==> src/rtl/piso_pkg.sv <==
package piso_pkg;

    typedef enum logic [1:0] {
        OP_HOLD  = 2'd0,
        OP_LOAD  = 2'd1,
        OP_SHIFT = 2'd2
    } piso_op_e;

    // Load has priority over any shift pulse in the same cycle.
    function automatic piso_op_e piso_pick_op(input logic load_n, input logic shift_pulse);
        if (!load_n)
            return OP_LOAD;
        else if (shift_pulse)
            return OP_SHIFT;
        else
            return OP_HOLD;
    endfunction

endpackage

==> src/rtl/piso_sync.sv <==
module piso_sync #(
    parameter int STAGES = 2
) (
    input  logic clk,
    input  logic rst,
    input  logic d_in,
    output logic q_out
);
    logic [STAGES-1:0] chain_d, chain_q;

    always_comb begin
        chain_d = {chain_q[STAGES-2:0], d_in};
        if (rst)
            chain_d = '0;
    end

    always_ff @(posedge clk) begin
        chain_q <= chain_d;
    end

    assign q_out = chain_q[STAGES-1];
endmodule

==> src/rtl/piso_edge_comb.sv <==
module piso_edge_comb (
    input  logic clk,
    input  logic rst,
    input  logic clk_s,
    input  logic inh_s,
    output logic rise
);
    typedef struct packed {
        logic prev;
    } edge_st_t;

    edge_st_t st_d, st_q;
    logic     combined;

    always_comb begin
        combined = clk_s | inh_s;
        rise     = combined & ~st_q.prev;
        st_d.prev = rst ? 1'b0 : combined;
    end

    always_ff @(posedge clk) begin
        st_q <= st_d;
    end
endmodule

==> src/rtl/piso_shift_core.sv <==
module piso_shift_core
    import piso_pkg::*;
#(
    parameter int WIDTH = 8
) (
    input  logic             clk,
    input  logic             rst,
    input  piso_op_e         op,
    input  logic [WIDTH-1:0] par_in,
    input  logic             ser_in,
    output logic [WIDTH-1:0] stages
);
    typedef struct packed {
        logic [WIDTH-1:0] bits;
    } core_st_t;

    core_st_t st_d, st_q;

    always_comb begin
        st_d = st_q;
        unique case (op)
            OP_LOAD:  st_d.bits = par_in;
            OP_SHIFT: st_d.bits = {st_q.bits[WIDTH-2:0], ser_in};
            default:  st_d.bits = st_q.bits;
        endcase
        if (rst)
            st_d.bits = '0;
    end

    always_ff @(posedge clk) begin
        st_q <= st_d;
    end

    assign stages = st_q.bits;
endmodule

==> src/rtl/piso_gated_shreg.sv <==
module piso_gated_shreg
    import piso_pkg::*;
#(
    parameter int WIDTH       = 8,
    parameter int SYNC_STAGES = 2
) (
    input  logic             clk,
    input  logic             rst,
    input  logic             load_n,
    input  logic [WIDTH-1:0] par_in,
    input  logic             ser_in,
    input  logic             sclk,
    input  logic             sinh,
    output logic             ser_out,
    output logic             ser_out_n
);
    localparam int NUM_ASYNC = 2;
    localparam int LAST      = WIDTH - 1;

    logic [NUM_ASYNC-1:0] raw_in;
    logic [NUM_ASYNC-1:0] synced;
    logic                 shift_pulse;
    piso_op_e             op;
    logic [WIDTH-1:0]     stages_w;

    assign raw_in = {sinh, sclk};

    for (genvar g = 0; g < NUM_ASYNC; g++) begin : g_sync
        piso_sync #(.STAGES(SYNC_STAGES)) u_sync (
            .clk   (clk),
            .rst   (rst),
            .d_in  (raw_in[g]),
            .q_out (synced[g])
        );
    end

    piso_edge_comb u_edge (
        .clk   (clk),
        .rst   (rst),
        .clk_s (synced[0]),
        .inh_s (synced[1]),
        .rise  (shift_pulse)
    );

    assign op = piso_pick_op(load_n, shift_pulse);

    piso_shift_core #(.WIDTH(WIDTH)) u_core (
        .clk    (clk),
        .rst    (rst),
        .op     (op),
        .par_in (par_in),
        .ser_in (ser_in),
        .stages (stages_w)
    );

    assign ser_out   = stages_w[LAST];
    assign ser_out_n = ~stages_w[LAST];
endmodule

==> config.mk <==
export PLATFORM = sky130hd
export DESIGN_NAME = piso_gated_shreg
export DESIGN_NICKNAME = d
export VERILOG_FILES = /design/src/rtl/piso_pkg.sv /design/src/rtl/piso_sync.sv /design/src/rtl/piso_edge_comb.sv /design/src/rtl/piso_shift_core.sv /design/src/rtl/piso_gated_shreg.sv
export SDC_FILE = /design/constraint.sdc
export NUM_CORES = 1
export LEC_CHECK = 0
export BUFFER_PORTS_ARGS = -buffer_cell sky130_fd_sc_hd__buf_2
export CAP_MARGIN = 15
export CORE_AREA = 2 2 39 41
export CTS_CLUSTER_DIAMETER = 50
export DETAILED_ROUTE_END_ITERATION = 16
export DIE_AREA = 0 0 41 43
export PLACE_DENSITY = 0.66
export SYNTH_ARGS = -nofsm -noshare
export SYNTH_HDL_FRONTEND = slang
export SYNTH_HIERARCHICAL = 1
export SYNTH_SLANG_ARGS = --single-unit
==> constraint.sdc <==
create_clock -name clk -period 1.85 [get_ports clk]
set_input_delay 0.185 -clock clk [delete_from_list [all_inputs] [get_ports clk]]
set_output_delay 0.185 -clock clk [all_outputs]
set_load 0.01 [all_outputs]
==> qor.yml <==
crit_type: "register to register"
finClkSkew_ps: 1.13
yosysWarnings: 6
cp-start-kind: "register"
maxCapViolCount: 0
drt-pass1-iter-count: 1
synth-seq-area-share_pct: 47.5
ant_nets: 0
critPathMaxFanout: 8
final_nets: 84
area_growth_pct: 19.2
setup_tns_ps: 0
hpwl_um: 658
drive_gt1_share_pct: 27.9
cts.root.buffer_cell: "clkbuf_4"
synth_mux_area_share_pct: 14.6
grt_util_met2_pct: 18.8
row_count: 14
fin_util_pct: 47.2
met1_usage_pct: 16.3
vias: 392
use_met3_pct: 1.57
core_area_um2: 1380
clk_pin_slew_ps: 80
gp_congestion: 0.681
ys_seq_elements: 13
worstHoldEndpoint: "g_sync[1].u_sync/chain_q[0]$_SDFF_PP0_"
cp.arrival_ps: 1730
die_w_um: 41
syn_inst: 51
rsz0062_at_grt: "no"
crit_path_end_kind: "register"
peakVddDrop_v: 0.000354
synthAdderAreaFrac_pct: 2.28
synth_xor_xnor_area_share_pct: 0
grt_pass1_vias: 394
r2r_end: "u_core/stages[1]$_SDFFE_PP0P_"
finalCriticalPeriod_ps: 1540
worstMarginPinSlew_ps: 489
slew_violations: 0
rrSetupSlack_ps: 310
period_share_pct: 83.4
antenna_found_initial: 0
synth.cell_area_um2: 548
post_cts_buffers: 0
p_per_area_nw_per_um2: 862
grtUsageTotal_pct: 13.2
antenna-diode-count: 0
die_h_um: 43
fmax_ghz: 0.648
routedWlPerCell_um: 11.0
syn_nets: 66
cp.required_ps: 2040
synth_compound_area_share_pct: 14.6
setup_viol: 0
hp-start: "sinh"
synth_top_family_by_area: "simple AND/OR/NAND/NOR gates"
overflow: 0
io_buffers: 15
p_leak_nw: 0.288
viasPerCell: 4.67
outcome: "finished, final reports clean"
r2r_start: "u_edge/st_q$_SDFF_PP0_"
grt_start_max_net_pins: 14
relSlewSlack_pct: 67.4
synth.avg_cell_area_um2: 10.7
insertion_delay_ps: 270
ios: 16
holdPathStages: 2
whs_ps: 119
cts_tree: "done"
dieArea_um2: 1760
synth_cell_types: 12
min_path_type: "input port to register"
clock_sinks: 13
htreeDepth: 1
grt_pass1_wl_mm: 1.54
synthSimpleGateAreaFrac_pct: 15.3
drtIter0Drc: 0
start_util_pct: 39.6
ff2ff_path_depth: 5
cts_buffer_depth: 2
drc: 0
cts_resized: 0
wl_um: 925
ctsHoldBuffers: 0
cts_inserted_buffers: 3
hold_viol_final: 0
top_usage_layer: "met2"
cell usage in the layout, fill, tap and decap left out:
| cell | n |
|---|---|
| dfxtp_1 | 13 |
| clkbuf_4 | 3 |
| inv_1 | 3 |
| buf_2 | 15 |
| ha_1 | 1 |
| mux2i_1 | 8 |
| a211oi_1 | 8 |
| nor2b_1 | 10 |
| and2_1 | 1 |
| and2b_1 | 2 |
| inv_2 | 1 |
| clkbuf_1 | 1 |
| o21ba_1 | 2 |
worst max-delay path, stage by stage, from the launching register on:
cell,delay (ps)
dfxtp_1,300
o21ba_1,190
and2_1,120
ha_1,450
mux2i_1,150
a211oi_1,240
final cells by class:
| class | count | area, µm² |
|---|---|---|
| clock buffer | 4 | 26.3 |
| tap | 16 | 20.0 |
| sequential | 13 | 260 |
| timing repair buffer | 15 | 75.1 |
| inverter | 4 | 15.0 |
| multi-input combinational | 32 | 256 |
| fill | 147 | 731 |
metal layers:
metal	up-vias	share of wire, %
li1	207	-
met4	0	1.5
met5	-	0
met2	9	47
met3	2	3.9
met1	174	47
synthesized netlist by cell type:
cell | count | area share, %
ha_1 | 1 | 2.3
buf_6 | 1 | 2.1
clkbuf_2 | 1 | 0.91
dfxtp_1 | 13 | 47
and2b_1 | 2 | 2.7
nor2b_1 | 10 | 11
mux2i_1 | 8 | 15
and2_1 | 1 | 1.1
o21ba_1 | 2 | 3.7
inv_1 | 3 | 2.1
inv_2 | 1 | 0.68
a211oi_1 | 8 | 11
where the power goes:
| group | internal [W] | switching (W) |
|---|---|---|
| Clock | 0.0000834 | 0.0000873 |
| Sequential | 0.000302 | 0.00000978 |
| Combinational | 0.0000430 | 0.0000373 |
| Total | 0.000428 | 0.000134 |
metrics by stage:
step	total power, W	cells	setup slack [ps]	area (µm²)
2_1_floorplan	0.000371	51	490	548
3_3_place_gp	0.000397	80	369	627
3_5_place_dp	0.000400	80	316	627
4_1_cts	0.000572	84	290	653
5_1_grt	0.000601	84	213	653
6_report	0.000563	84	307	653
registers in the layout, indices dropped and copies added, names as in the netlist:
signal                 count
g_sync.u_sync/chain_q      4
u_core/stages              8
u_edge/st_q                1
cells by family after synthesis:
| group | Yosys count |
|---|---|
| compound gates | 10 |
| fa+ha+maj | 1 |
| buf+inv | 6 |
| flops | 13 |
| mux | 8 |
| simple gates | 13 |
how the worst max path moves through the flow:
stage                                                      start                            end  slack (ps)  depth (start not counted)
final                                     u_edge/st_q$_SDFF_PP0_  u_core/stages[1]$_SDFFE_PP0P_         310                          5
after global routing                      u_edge/st_q$_SDFF_PP0_  u_core/stages[5]$_SDFFE_PP0P_         210                          5
after CTS                                 u_edge/st_q$_SDFF_PP0_  u_core/stages[2]$_SDFFE_PP0P_         290                          5
after detailed placement                  u_edge/st_q$_SDFF_PP0_  u_core/stages[2]$_SDFFE_PP0P_         320                          5
after global placement                    u_edge/st_q$_SDFF_PP0_  u_core/stages[2]$_SDFFE_PP0P_         370                          5
after floorplan           g_sync[1].u_sync/chain_q[1]$_SDFF_PP0_  u_core/stages[1]$_SDFFE_PP0P_         490                          5
Note: power is estimated with default switching activity, not from simulation.
